`src/rtl/jce_pkg.sv`:
```
`timescale 1ns/1ps
package jce_pkg;
    localparam int IDW       = 32;
    localparam int MARK_ONES = 8;

    typedef enum logic [3:0] {
        ST_IDLE, ST_RESET, ST_TO_RTI, ST_TO_SEL, ST_TO_CAP,
        ST_TO_SHIFT, ST_SHIFT, ST_TO_UPD, ST_TO_IDLE, ST_TAIL
    } scan_st_t;

    typedef enum logic [1:0] {
        DC_HDR, DC_ID, DC_END
    } dec_st_t;
endpackage

```
`src/rtl/jce_tck_gen.sv`:
```
`timescale 1ns/1ps
module jce_tck_gen #(
    parameter int CLK_DIV = 4
) (
    input  logic clk,
    input  logic rst_n,
    input  logic run,
    output logic tck,
    output logic rise,
    output logic fall
);
    localparam int CW = (CLK_DIV > 1) ? $clog2(CLK_DIV) : 1;

    logic [CW-1:0] cnt;
    logic          tck_q;
    logic          wrap;

    assign wrap = run && (cnt == CW'(CLK_DIV - 1));
    assign rise = wrap && !tck_q;
    assign fall = wrap && tck_q;
    assign tck  = tck_q;

    always_ff @(posedge clk or negedge rst_n) begin
        if (!rst_n) begin
            cnt   <= '0;
            tck_q <= 1'b0;
        end else if (!run) begin
            cnt   <= '0;
            tck_q <= 1'b0;
        end else if (wrap) begin
            cnt   <= '0;
            tck_q <= ~tck_q;
        end else begin
            cnt <= cnt + 1'b1;
        end
    end
endmodule

```
`src/rtl/jce_decoder.sv`:
```
`timescale 1ns/1ps
module jce_decoder
    import jce_pkg::*;
#(
    parameter int MAX_IDS = 8,
    parameter int CNT_W   = 9
) (
    input  logic                         clk,
    input  logic                         rst_n,
    input  logic                         clear,
    input  logic                         bit_vld,
    input  logic                         bit_val,
    output logic                         wr_en,
    output logic [$clog2(MAX_IDS)-1:0]   wr_idx,
    output logic [IDW-1:0]               wr_data,
    output logic [CNT_W-1:0]             dev_cnt,
    output logic [$clog2(MAX_IDS+1)-1:0] id_cnt,
    output logic                         ovf,
    output logic                         mark_found,
    output logic                         seen0,
    output logic                         seen1
);
    localparam int ICW = $clog2(MAX_IDS + 1);
    localparam int AW  = $clog2(MAX_IDS);

    dec_st_t        dst;
    logic [IDW-1:0] sreg;
    logic [4:0]     bcnt;
    logic [IDW-1:0] word;
    logic           is_mark;
    logic           last_bit;
    logic           room;

    assign word     = {bit_val, sreg[IDW-1:1]};
    assign is_mark  = &word[MARK_ONES-1:0];
    assign last_bit = (bcnt == 5'd31);
    assign room     = (id_cnt < ICW'(MAX_IDS));

    assign wr_en   = bit_vld && (dst == DC_ID) && last_bit && !is_mark && room;
    assign wr_idx  = id_cnt[AW-1:0];
    assign wr_data = word;

    always_ff @(posedge clk or negedge rst_n) begin
        if (!rst_n) begin
            dst        <= DC_HDR;
            sreg       <= '0;
            bcnt       <= '0;
            dev_cnt    <= '0;
            id_cnt     <= '0;
            ovf        <= 1'b0;
            mark_found <= 1'b0;
            seen0      <= 1'b0;
            seen1      <= 1'b0;
        end else if (clear) begin
            dst        <= DC_HDR;
            sreg       <= '0;
            bcnt       <= '0;
            dev_cnt    <= '0;
            id_cnt     <= '0;
            ovf        <= 1'b0;
            mark_found <= 1'b0;
            seen0      <= 1'b0;
            seen1      <= 1'b0;
        end else if (bit_vld) begin
            seen0 <= seen0 | !bit_val;
            seen1 <= seen1 | bit_val;
            unique case (dst)
                DC_HDR: begin
                    if (bit_val) begin
                        sreg <= word;
                        bcnt <= 5'd1;
                        dst  <= DC_ID;
                    end else begin
                        dev_cnt <= dev_cnt + 1'b1;
                    end
                end
                DC_ID: begin
                    sreg <= word;
                    bcnt <= bcnt + 1'b1;
                    if (last_bit) begin
                        if (is_mark) begin
                            mark_found <= 1'b1;
                            dst        <= DC_END;
                        end else begin
                            dev_cnt <= dev_cnt + 1'b1;
                            if (room) id_cnt <= id_cnt + 1'b1;
                            else      ovf    <= 1'b1;
                            dst <= DC_HDR;
                        end
                    end
                end
                DC_END: begin
                    dst <= DC_END;
                end
                default: dst <= DC_HDR;
            endcase
        end
    end
endmodule

```
`src/rtl/jce_id_store.sv`:
```
`timescale 1ns/1ps
module jce_id_store
    import jce_pkg::*;
#(
    parameter int MAX_IDS = 8
) (
    input  logic                       clk,
    input  logic                       rst_n,
    input  logic                       clear,
    input  logic                       wr_en,
    input  logic [$clog2(MAX_IDS)-1:0] wr_idx,
    input  logic [IDW-1:0]             wr_data,
    input  logic [$clog2(MAX_IDS)-1:0] rd_addr,
    output logic [IDW-1:0]             rd_data
);
    logic [IDW-1:0] slot [MAX_IDS];

    for (genvar g = 0; g < MAX_IDS; g++) begin : g_slot
        always_ff @(posedge clk or negedge rst_n) begin
            if (!rst_n)
                slot[g] <= '0;
            else if (clear)
                slot[g] <= '0;
            else if (wr_en && (int'(wr_idx) == g))
                slot[g] <= wr_data;
        end
    end

    always_comb begin
        rd_data = '0;
        for (int i = 0; i < MAX_IDS; i++)
            if (int'(rd_addr) == i) rd_data = slot[i];
    end
endmodule

```
`src/rtl/jtag_chain_enum.sv`:
```
`timescale 1ns/1ps
module jtag_chain_enum
    import jce_pkg::*;
#(
    parameter int CLK_DIV     = 4,
    parameter int RESET_EDGES = 5,
    parameter int SHIFT_LEN   = 268,
    parameter int MAX_IDS     = 8
) (
    input  logic                           clk,
    input  logic                           rst_n,
    input  logic                           start,
    output logic                           tck,
    output logic                           tms,
    output logic                           tdi,
    input  logic                           tdo,
    output logic                           busy,
    output logic                           done,
    output logic                           no_chain,
    output logic                           overflow,
    output logic [$clog2(SHIFT_LEN+1)-1:0] dev_count,
    output logic [$clog2(MAX_IDS+1)-1:0]   id_count,
    input  logic [$clog2(MAX_IDS)-1:0]     rd_addr,
    output logic [IDW-1:0]                 rd_data
);
    localparam int RCW = $clog2(RESET_EDGES + 1);
    localparam int BCW = $clog2(SHIFT_LEN + 1);
    localparam int ICW = $clog2(MAX_IDS + 1);
    localparam int AW  = $clog2(MAX_IDS);

    scan_st_t       state, nxt;
    logic [RCW-1:0] rst_cnt;
    logic [BCW-1:0] bit_cnt;
    logic           rise_t, fall_t;
    logic           start_ok;
    logic           done_q;
    logic           tms_q, tdi_q;
    logic           drv_tms, drv_tdi;
    logic           last_shift;

    logic           wr_en;
    logic [AW-1:0]  wr_idx;
    logic [IDW-1:0] wr_data;
    logic [BCW-1:0] dec_dev;
    logic [ICW-1:0] dec_ids;
    logic           dec_ovf, mark_found, seen0, seen1;
    logic           chain_bad, good;

    assign start_ok   = start && (state == ST_IDLE);
    assign last_shift = (bit_cnt == BCW'(SHIFT_LEN - 1));

    jce_tck_gen #(.CLK_DIV(CLK_DIV)) u_tck (
        .clk  (clk),
        .rst_n(rst_n),
        .run  (state != ST_IDLE),
        .tck  (tck),
        .rise (rise_t),
        .fall (fall_t)
    );

    // next-state decision
    always_comb begin
        nxt = state;
        unique case (state)
            ST_IDLE:     if (start) nxt = ST_RESET;
            ST_RESET:    if (rise_t && rst_cnt == RCW'(RESET_EDGES - 1)) nxt = ST_TO_RTI;
            ST_TO_RTI:   if (rise_t) nxt = ST_TO_SEL;
            ST_TO_SEL:   if (rise_t) nxt = ST_TO_CAP;
            ST_TO_CAP:   if (rise_t) nxt = ST_TO_SHIFT;
            ST_TO_SHIFT: if (rise_t) nxt = ST_SHIFT;
            ST_SHIFT:    if (rise_t && last_shift) nxt = ST_TO_UPD;
            ST_TO_UPD:   if (rise_t) nxt = ST_TO_IDLE;
            ST_TO_IDLE:  if (rise_t) nxt = ST_TAIL;
            ST_TAIL:     if (fall_t) nxt = ST_IDLE;
            default:     nxt = ST_IDLE;
        endcase
    end

    // state register with its step counters
    always_ff @(posedge clk or negedge rst_n) begin
        if (!rst_n) begin
            state   <= ST_IDLE;
            rst_cnt <= '0;
            bit_cnt <= '0;
            done_q  <= 1'b0;
        end else begin
            state <= nxt;
            if (state == ST_IDLE) begin
                rst_cnt <= '0;
                bit_cnt <= '0;
            end else if (rise_t) begin
                if (state == ST_RESET) rst_cnt <= rst_cnt + 1'b1;
                if (state == ST_SHIFT) bit_cnt <= bit_cnt + 1'b1;
            end
            if (start_ok)
                done_q <= 1'b0;
            else if (state == ST_TAIL && fall_t)
                done_q <= 1'b1;
        end
    end

    // pin values for the coming rising edge
    always_comb begin
        drv_tms = 1'b0;
        drv_tdi = 1'b0;
        unique case (state)
            ST_RESET, ST_TO_SEL, ST_TO_UPD: drv_tms = 1'b1;
            ST_SHIFT: begin
                drv_tms = last_shift;
                drv_tdi = (bit_cnt < BCW'(MARK_ONES));
            end
            default: drv_tms = 1'b0;
        endcase
    end

    // output register, updated on TCK falling edges
    always_ff @(posedge clk or negedge rst_n) begin
        if (!rst_n) begin
            tms_q <= 1'b1;
            tdi_q <= 1'b0;
        end else if (start_ok) begin
            tms_q <= 1'b1;
            tdi_q <= 1'b0;
        end else if (fall_t) begin
            tms_q <= drv_tms;
            tdi_q <= drv_tdi;
        end
    end

    jce_decoder #(.MAX_IDS(MAX_IDS), .CNT_W(BCW)) u_dec (
        .clk       (clk),
        .rst_n     (rst_n),
        .clear     (start_ok),
        .bit_vld   (rise_t && state == ST_SHIFT),
        .bit_val   (tdo),
        .wr_en     (wr_en),
        .wr_idx    (wr_idx),
        .wr_data   (wr_data),
        .dev_cnt   (dec_dev),
        .id_cnt    (dec_ids),
        .ovf       (dec_ovf),
        .mark_found(mark_found),
        .seen0     (seen0),
        .seen1     (seen1)
    );

    jce_id_store #(.MAX_IDS(MAX_IDS)) u_store (
        .clk    (clk),
        .rst_n  (rst_n),
        .clear  (start_ok),
        .wr_en  (wr_en),
        .wr_idx (wr_idx),
        .wr_data(wr_data),
        .rd_addr(rd_addr),
        .rd_data(rd_data)
    );

    assign chain_bad = !mark_found || !(seen0 && seen1);
    assign good      = done_q && !chain_bad;

    assign tms       = tms_q;
    assign tdi       = tdi_q;
    assign busy      = (state != ST_IDLE);
    assign done      = done_q;
    assign no_chain  = done_q && chain_bad;
    assign overflow  = good && dec_ovf;
    assign dev_count = good ? dec_dev : '0;
    assign id_count  = good ? dec_ids : '0;
endmodule

```
`config.mk`:
```
export PLATFORM = sky130hd
export DESIGN_NAME = jtag_chain_enum
export DESIGN_NICKNAME = d
export VERILOG_FILES = /design/src/rtl/jce_pkg.sv /design/src/rtl/jce_tck_gen.sv /design/src/rtl/jce_decoder.sv /design/src/rtl/jce_id_store.sv /design/src/rtl/jtag_chain_enum.sv
export SDC_FILE = /design/constraint.sdc
export NUM_CORES = 1
export LEC_CHECK = 0
export BUFFER_PORTS_ARGS = -buffer_cell sky130_fd_sc_hd__buf_4
export CAP_MARGIN = 40
export CORE_MARGIN = 5
export CORE_UTILIZATION = 55
export CTS_CLUSTER_DIAMETER = 40
export CTS_CLUSTER_SIZE = 12
export DETAILED_ROUTE_END_ITERATION = 7
export PLACE_DENSITY = 0.76
export SLEW_MARGIN = 5
export SYNTH_ARGS = -nofsm -noshare
export SYNTH_HDL_FRONTEND = slang
export SYNTH_HIERARCHICAL = 1
export SYNTH_SLANG_ARGS = --single-unit
```
`constraint.sdc`:
```
create_clock -name clk -period 3.9 [get_ports clk]
set_clock_uncertainty 0.05 [all_clocks]
set_input_delay 0.585 -clock clk [delete_from_list [all_inputs] [get_ports clk]]
set_output_delay 0.585 -clock clk [all_outputs]
set_load 0.005 [all_outputs]
```
==> results of run 1 <==
per-layer routing:
metal,track usage [%],up-vias,share of wire (%)
li1,-,6500,-
met1,39.3,7096,41
met2,44.6,754,48
met3,4.46,115,8.7
met4,8.75,0,2.6
met5,0,-,0
flip-flops by register name, indices dropped and copies added (netlist names), 2 cells and up:
register	count
u_dec/dev_cnt	9
u_store/slot	256
u_dec/id_cnt	4
state	4
u_dec/bcnt	5
u_dec/dst	2
bit_cnt	9
u_tck/cnt	2
u_dec/sreg	31
rst_cnt	3
placed cells by master (no fill, tap or decap), types with 5 or more instances in the layout:
cell	instances
a21oi_1	325
a21oi_2	5
a221oi_1	18
a221oi_2	10
a22oi_1	30
and2_1	17
buf_12	15
buf_4	85
bufinv_16	8
clkbuf_16	49
clkinv_2	8
clkinv_4	6
clkinvlp_4	5
dfrtp_1	332
ha_1	8
inv_1	14
inv_6	6
mux2i_1	66
nand2_1	634
nand2b_1	34
nand3_1	18
nand4_1	10
nor2_1	35
nor2_2	7
nor3_1	5
o211ai_1	6
o21ai_0	47
o21ai_1	8
o31a_1	28
or2_2	31
or3_1	9
xor2_1	8
worst max-delay path by stage:
stage,endpoint,depth (start not counted),startpoint
after global placement,u_store/slot[67],13,state[0]
after floorplan,u_store/slot[129],18,state[1]
after CTS,u_store/slot[143],14,state[0]
after global routing,u_store/slot[254],14,state[0]
final,u_store/slot[245],14,state[0]
after detailed placement,u_store/slot[203],14,state[0]
cell families after synthesis:
group / Yosys count
compound gates: 500
simple gates: 833
mux: 67
buf+inv: 197
xor+xnor: 12
fa+ha+maj: 8
flops: 333
power by group through the flow:
stage | clock (uW) | sequential [uW] | combinational [uW]
after floorplan | 0 | 3520 | 187
after global placement | 0 | 3520 | 363
after detailed placement | 0 | 3520 | 365
after CTS | 4580 | 3460 | 367
after global routing | 4750 | 3450 | 399
final | 4540 | 3460 | 367
layout make-up:
type / instances / area (um^2)
clock buffer: 52 / 1240
clock inverter: 35 / 445
fill: 2472 / 11300
inverter: 15 / 56.3
multi-input combinational: 1420 / 7500
sequential: 333 / 8330
tap: 396 / 495
timing repair buffer: 105 / 998
through the flow:
step	cell area [um^2]	total power, uW	hold slack, ps	utilization [%]	std cells
2_1_floorplan	16800	3710	239	-	1950
4_1_cts	19100	8400	21.9	62.8	2356
3_3_place_gp	17400	3880	380	57.2	2267
3_5_place_dp	17400	3880	409	57.3	2269
5_1_grt	19100	8600	47.5	62.8	2356
6_report	19100	8370	-17.5	62.8	2356
what timing repair did:
| action | 4_1_cts | 5_1_grt |
|---|---|---|
| setup endpoints to repair | 0 | 5 |
| buffers inserted | 0 | 0 |
| resized for setup | 0 | 2 |
==> impl_metrics.csv, run 1 <==
group,metric,value,unit
timing,clock.fmax,282,MHz
floorplanning,io_pins,59,
setup_path,crit_family,"simple AND/OR/NAND/NOR gates",
floorplanning,fp.dieArea,0.0341,mm^2
grt,antenna_found_initial,0,
timing,tightest_slew,775,ps
clocking,ctsLongestPathBuffers,3,
grt,grt_pass1_vias,14403,
clocking,cts_buffers,48,
placement,place.gp.congestion,0.809,
floorplanning,dieWidth,185,um
setup_path,crit_slowest_cell,"dfrtp_1",
grt,grt_pass1_wl,76700,um
setup_path,path_buf_inv,4,
setup_path,crit_type,"reg2reg",
setup_path,cp_cell_sequence,"nor2_2, inv_1, nand2_1, nor2_1, nand2_1, inv_1, and4b_2, o211a_1, buf_4, nand2b_1, nor3_4, buf_4, nand2_1, a21oi_1",
grt,grt_usage,27.8,%
clocking,ctsHoldBuffers,0,
route,route.antenna.remaining_nets,0,
min_path,hp-class,"in2async",
grt,grt_overflow,0,
finish,syn2layout_area_growth,13.8,%
clocking,htree_levels,2,
setup_path,startpoint_type,"register",
timing,period_minus_slack,3540,ps
route,route.detailed.drc,0,
run_status,violations,"negative hold slack",
placement,hpwl,25800,um
setup_path,r2r_cells,14,
logic_synthesis,syn-num-nets,1965,
logic_synthesis,synthTopCellsByArea,"dfrtp_1, nand2_1, a21oi_1",
floorplanning,core-area,0.0303,mm^2
power_and_ir_drop,vdd_ir_drop_max,0.319,mV
route,drtPass1Iterations,5,
setup_path,cp_slowest_stage_delay,610,ps
logic_synthesis,yosys.area_share.adder,0.597,%
clocking,cts_root_buf,"clkbuf_16",
timing,rsz0062_at_grt,"no",
power_and_ir_drop,switchingPower,1920,uW
timing,setup_violations,0,
clocking,clock_sinks,333,
logic_synthesis,synth_top_area_cell,"dfrtp_1",
setup_path,reg2reg_slack,360,ps
grt,grt_max_degree,165,
logic_synthesis,synth-compound-area-share,17.8,%
setup_path,critPathMaxFanout,23,
logic_synthesis,ys_seq_elements,333,
flow_run,drv_cap,0,
run_status,status,"finished, violations left",
floorplanning,die_h,185,um
setup_path,crit_arrival,3940,ps
timing,slew_viol_final,0,
logic_synthesis,synth_edf_count,0,
finish,layout.nets,1938,
power_and_ir_drop,swShare,22.9,%
logic_synthesis,synth_common_cells,"nand2_1, dfrtp_1, a21oi_1, buf_2, clkbuf_1",
logic_synthesis,synth_top_family_by_area,"simple AND/OR/NAND/NOR gates",
floorplanning,initial_core_util,55.2,%
logic_synthesis,synthArstFlopShare,100,%
logic_synthesis,synth_top_area_share,49.6,%
power_and_ir_drop,intPower,6450,uW
timing,whs,-17.5,ps
power_and_ir_drop,combPwrFrac,4.4,%
finish,drive_above_1_share,13.6,%
power_and_ir_drop,share_seq_of_total_power,41.3,%
timing,timing.final.ws_setup,358,ps
logic_synthesis,synth_most_common_cell,"nand2_1",
clocking,clkTransAtPathRegs,50,ps
route,wire_per_inst,20.1,um
power_and_ir_drop,power_density,439,mW/mm^2
logic_synthesis,synth_xor_area_share,0.627,%
route,initialDrtViolationCount,1718,
route,avgViaCountPerCell,6.14,
setup_path,r2r-start,"state[0]",
logic_synthesis,synthMuxAreaShare,4.08,%
power_and_ir_drop,clock_power_share,54.3,%
placement,pre_cts_slack,444,ps
logic_synthesis,ys_seq_area_share,49.7,%
clocking,cts_tree,"built",
floorplanning,rows,64,
timing,hold_viol,9,
logic_synthesis,yosys_warnings,6,
logic_synthesis,yosysUniqueCellTypes,66,
setup_path,critPathCaptureType,"register",
route,vias,14465,
finish,n_antenna_cell,0,
route,drt-total-wl,47400,um
logic_synthesis,syn-cell-area,0.0168,mm^2
logic_synthesis,synth_cells,1950,
timing,maxSlewHeadroom,48.2,%
setup_path,r2r-end,"u_store/slot[245]",
logic_synthesis,synth.avg_cell_area,8.59,um^2
setup_path,crit_top_cell,"nand2_1",
timing,tns,0,ps
setup_path,critPathRequiredTime,4300,ps
timing,period_share,90.8,%
power_and_ir_drop,power.leakage,0.00850,uW
logic_synthesis,synthFlopType,"dfrtp_1",
placement,port_buffers,58,
logic_synthesis,synth-simple-area-share,21.4,%
clocking,clk_latency,540,ps
Note: power is estimated with default switching activity, not from simulation.
==> run 2, diff against run 1 <==
HOLD_SLACK_MARGIN = 0.15   (was default)
==> run 2 against run 1 <==
Net effect:
- the run now ends clean
- worst setup slack gained 12 ps
- maximum frequency grew 0.33%
- design area about the same
- sequential cell count unchanged
- non-clock buffer count is 1 higher
==> impl_metrics.csv, run 2 (synthesized netlist as in run 1, its figures left out) <==
group,metric,value,unit
run_status,status,"finished, final reports clean",
setup_path,crit_top_cell,"nand2_1",
placement,port_buffers,58,
route,route.detailed.drc,0,
power_and_ir_drop,power_density,438,mW/mm^2
grt,grt_max_degree,165,
timing,whs,327,ps
floorplanning,initial_core_util,55.2,%
finish,final_common_cell,"nand2_1",
finish,final_cell_mix,"nand2_1, dfrtp_1, a21oi_1, buf_4, mux2i_1",
setup_path,crit_arrival,3920,ps
floorplanning,rows,64,
grt,grt_overflow,0,
timing,setup_violations,0,
finish,largest_reg_flops,256,
timing,tns,0,ps
clocking,ctsLongestPathBuffers,3,
setup_path,crit_family,"simple AND/OR/NAND/NOR gates",
setup_path,critPathCaptureType,"register",
route,vias,14433,
setup_path,crit_slowest_cell,"dfrtp_1",
min_path,min_path_cells,4,
route,wire_per_inst,20.0,um
timing,maxSlewHeadroom,47.5,%
placement,hpwl,25800,um
setup_path,cp_cell_sequence,"nor2_2, inv_1, nand2_1, nor2_1, nand2_1, inv_1, and4b_2, o211a_1, buf_4, nand2b_1, nor3_4, buf_4, nand2_1, a21oi_1",
timing,timing.final.ws_setup,369,ps
finish,n_antenna_cell,0,
clocking,cts_tree,"built",
timing,hold_viol,0,
route,avgViaCountPerCell,6.12,
setup_path,r2r_cells,14,
setup_path,crit_type,"reg2reg",
grt,grt_usage,27.8,%
route,route.antenna.remaining_nets,0,
setup_path,r2r-end,"u_store/slot[245]",
min_path,hold_path_end,"done",
setup_path,critPathRequiredTime,4290,ps
power_and_ir_drop,power.leakage,0.00850,uW
route,initialDrtViolationCount,1599,
finish,top_register,"u_store/slot",
clocking,cts_buffers,48,
setup_path,cp-startpoint,"state[0]",
timing,rsz0062_at_grt,"no",
clocking,clkTransAtPathRegs,60,ps
timing,period_share,90.5,%
power_and_ir_drop,vdd_ir_drop_max,0.319,mV
finish,drive_above_1_share,13.6,%
placement,pre_cts_slack,444,ps
route,drtPass1Iterations,5,
min_path,hp-class,"in2reg",
grt,grt_pass1_wl,76700,um
finish,reg_top3,"u_store/slot x256, u_dec/sreg x31",
finish,syn2layout_area_growth,13.9,%
placement,place.gp.congestion,0.809,
setup_path,reg2reg_slack,370,ps
clocking,htree_levels,2,
floorplanning,io_pins,59,
clocking,cts_root_buf,"clkbuf_16",
clocking,clk_latency,540,ps
finish,layout.nets,1939,
setup_path,startpoint_type,"register",
timing,slew_viol_final,0,
floorplanning,dieWidth,185,um
setup_path,critPathMaxFanout,23,
timing,tightest_slew,786,ps
setup_path,r2r-start,"state[0]",
grt,grt_pass1_vias,14415,
clocking,postCtsSetupBuffers,0,
grt,antenna_found_initial,0,
setup_path,path_buf_inv,4,
min_path,hp-start,"start",
timing,clock.fmax,283,MHz
route,drt-total-wl,47200,um
timing,period_minus_slack,3530,ps
clocking,clock_sinks,333,
setup_path,cp_slowest_stage_delay,610,ps
floorplanning,core-area,0.0303,mm^2
finish,utilization,62.9,%
floorplanning,fp.dieArea,0.0341,mm^2
floorplanning,die_h,185,um
flow_run,drv_cap,0,
run 2: what timing repair did:
action                     in CTS  in global routing
gates resized for setup         0                  2
hold buffers                    1                  0
setup endpoints to repair       0                  5
hold endpoints to repair       77                  0
run 2: worst max path at each step:
stage	endpoint	slack, ps	cells after the start
after global routing	u_store/slot[254]	7	14
final	u_store/slot[245]	370	14
after floorplan	u_store/slot[129]	500	18
after CTS	u_store/slot[143]	390	14
after detailed placement	u_store/slot[203]	440	14
after global placement	u_store/slot[67]	490	13
run 2: final cells by class:
class | count | area (um^2)
multi-input combinational | 1420 | 7500
fill | 2471 | 11300
tap | 396 | 495
clock buffer | 52 | 1240
clock inverter | 35 | 445
timing repair buffer | 106 | 1010
inverter | 15 | 56.3
sequential | 333 | 8330
run 2: metal layers:
layer	GRT usage, %	vias up	wire length (um)
met1	39.3	7070	19200
met2	44.6	746	22300
met3	4.46	116	4330
met4	8.75	0	1320
met5	0	-	0
li1	-	6501	-
run 2: stage by stage:
stage                     cell area [um^2]  total power (uW)  cells
after floorplan                      16800              3710   1950
after global placement               17400              3880   2267
after detailed placement             17400              3880   2269
after CTS                            19100              8400   2357
after global routing                 19100              8600   2357
final                                19100              8360   2357
run 2: worst register-to-register path: stages, from the launching register on:
cell      delay, ps
dfrtp_1         610
nor2_2          190
inv_1           170
nand2_1          60
nor2_1          120
nand2_1         130
inv_1           100
and4b_2         250
o211a_1         170
buf_4           170
nand2b_1        200
nor3_4          470
buf_4           450
nand2_1         130
a21oi_1         170
run 2: power breakdown:
| group | internal (uW) | leakage [uW] | switching [uW] | total, uW |
|---|---|---|---|---|
| logic | 131 | 0.00445 | 235 | 366 |
| registers | 3460 | 0.00324 | 0 | 3460 |
| clock network | 2860 | 0.000816 | 1680 | 4540 |
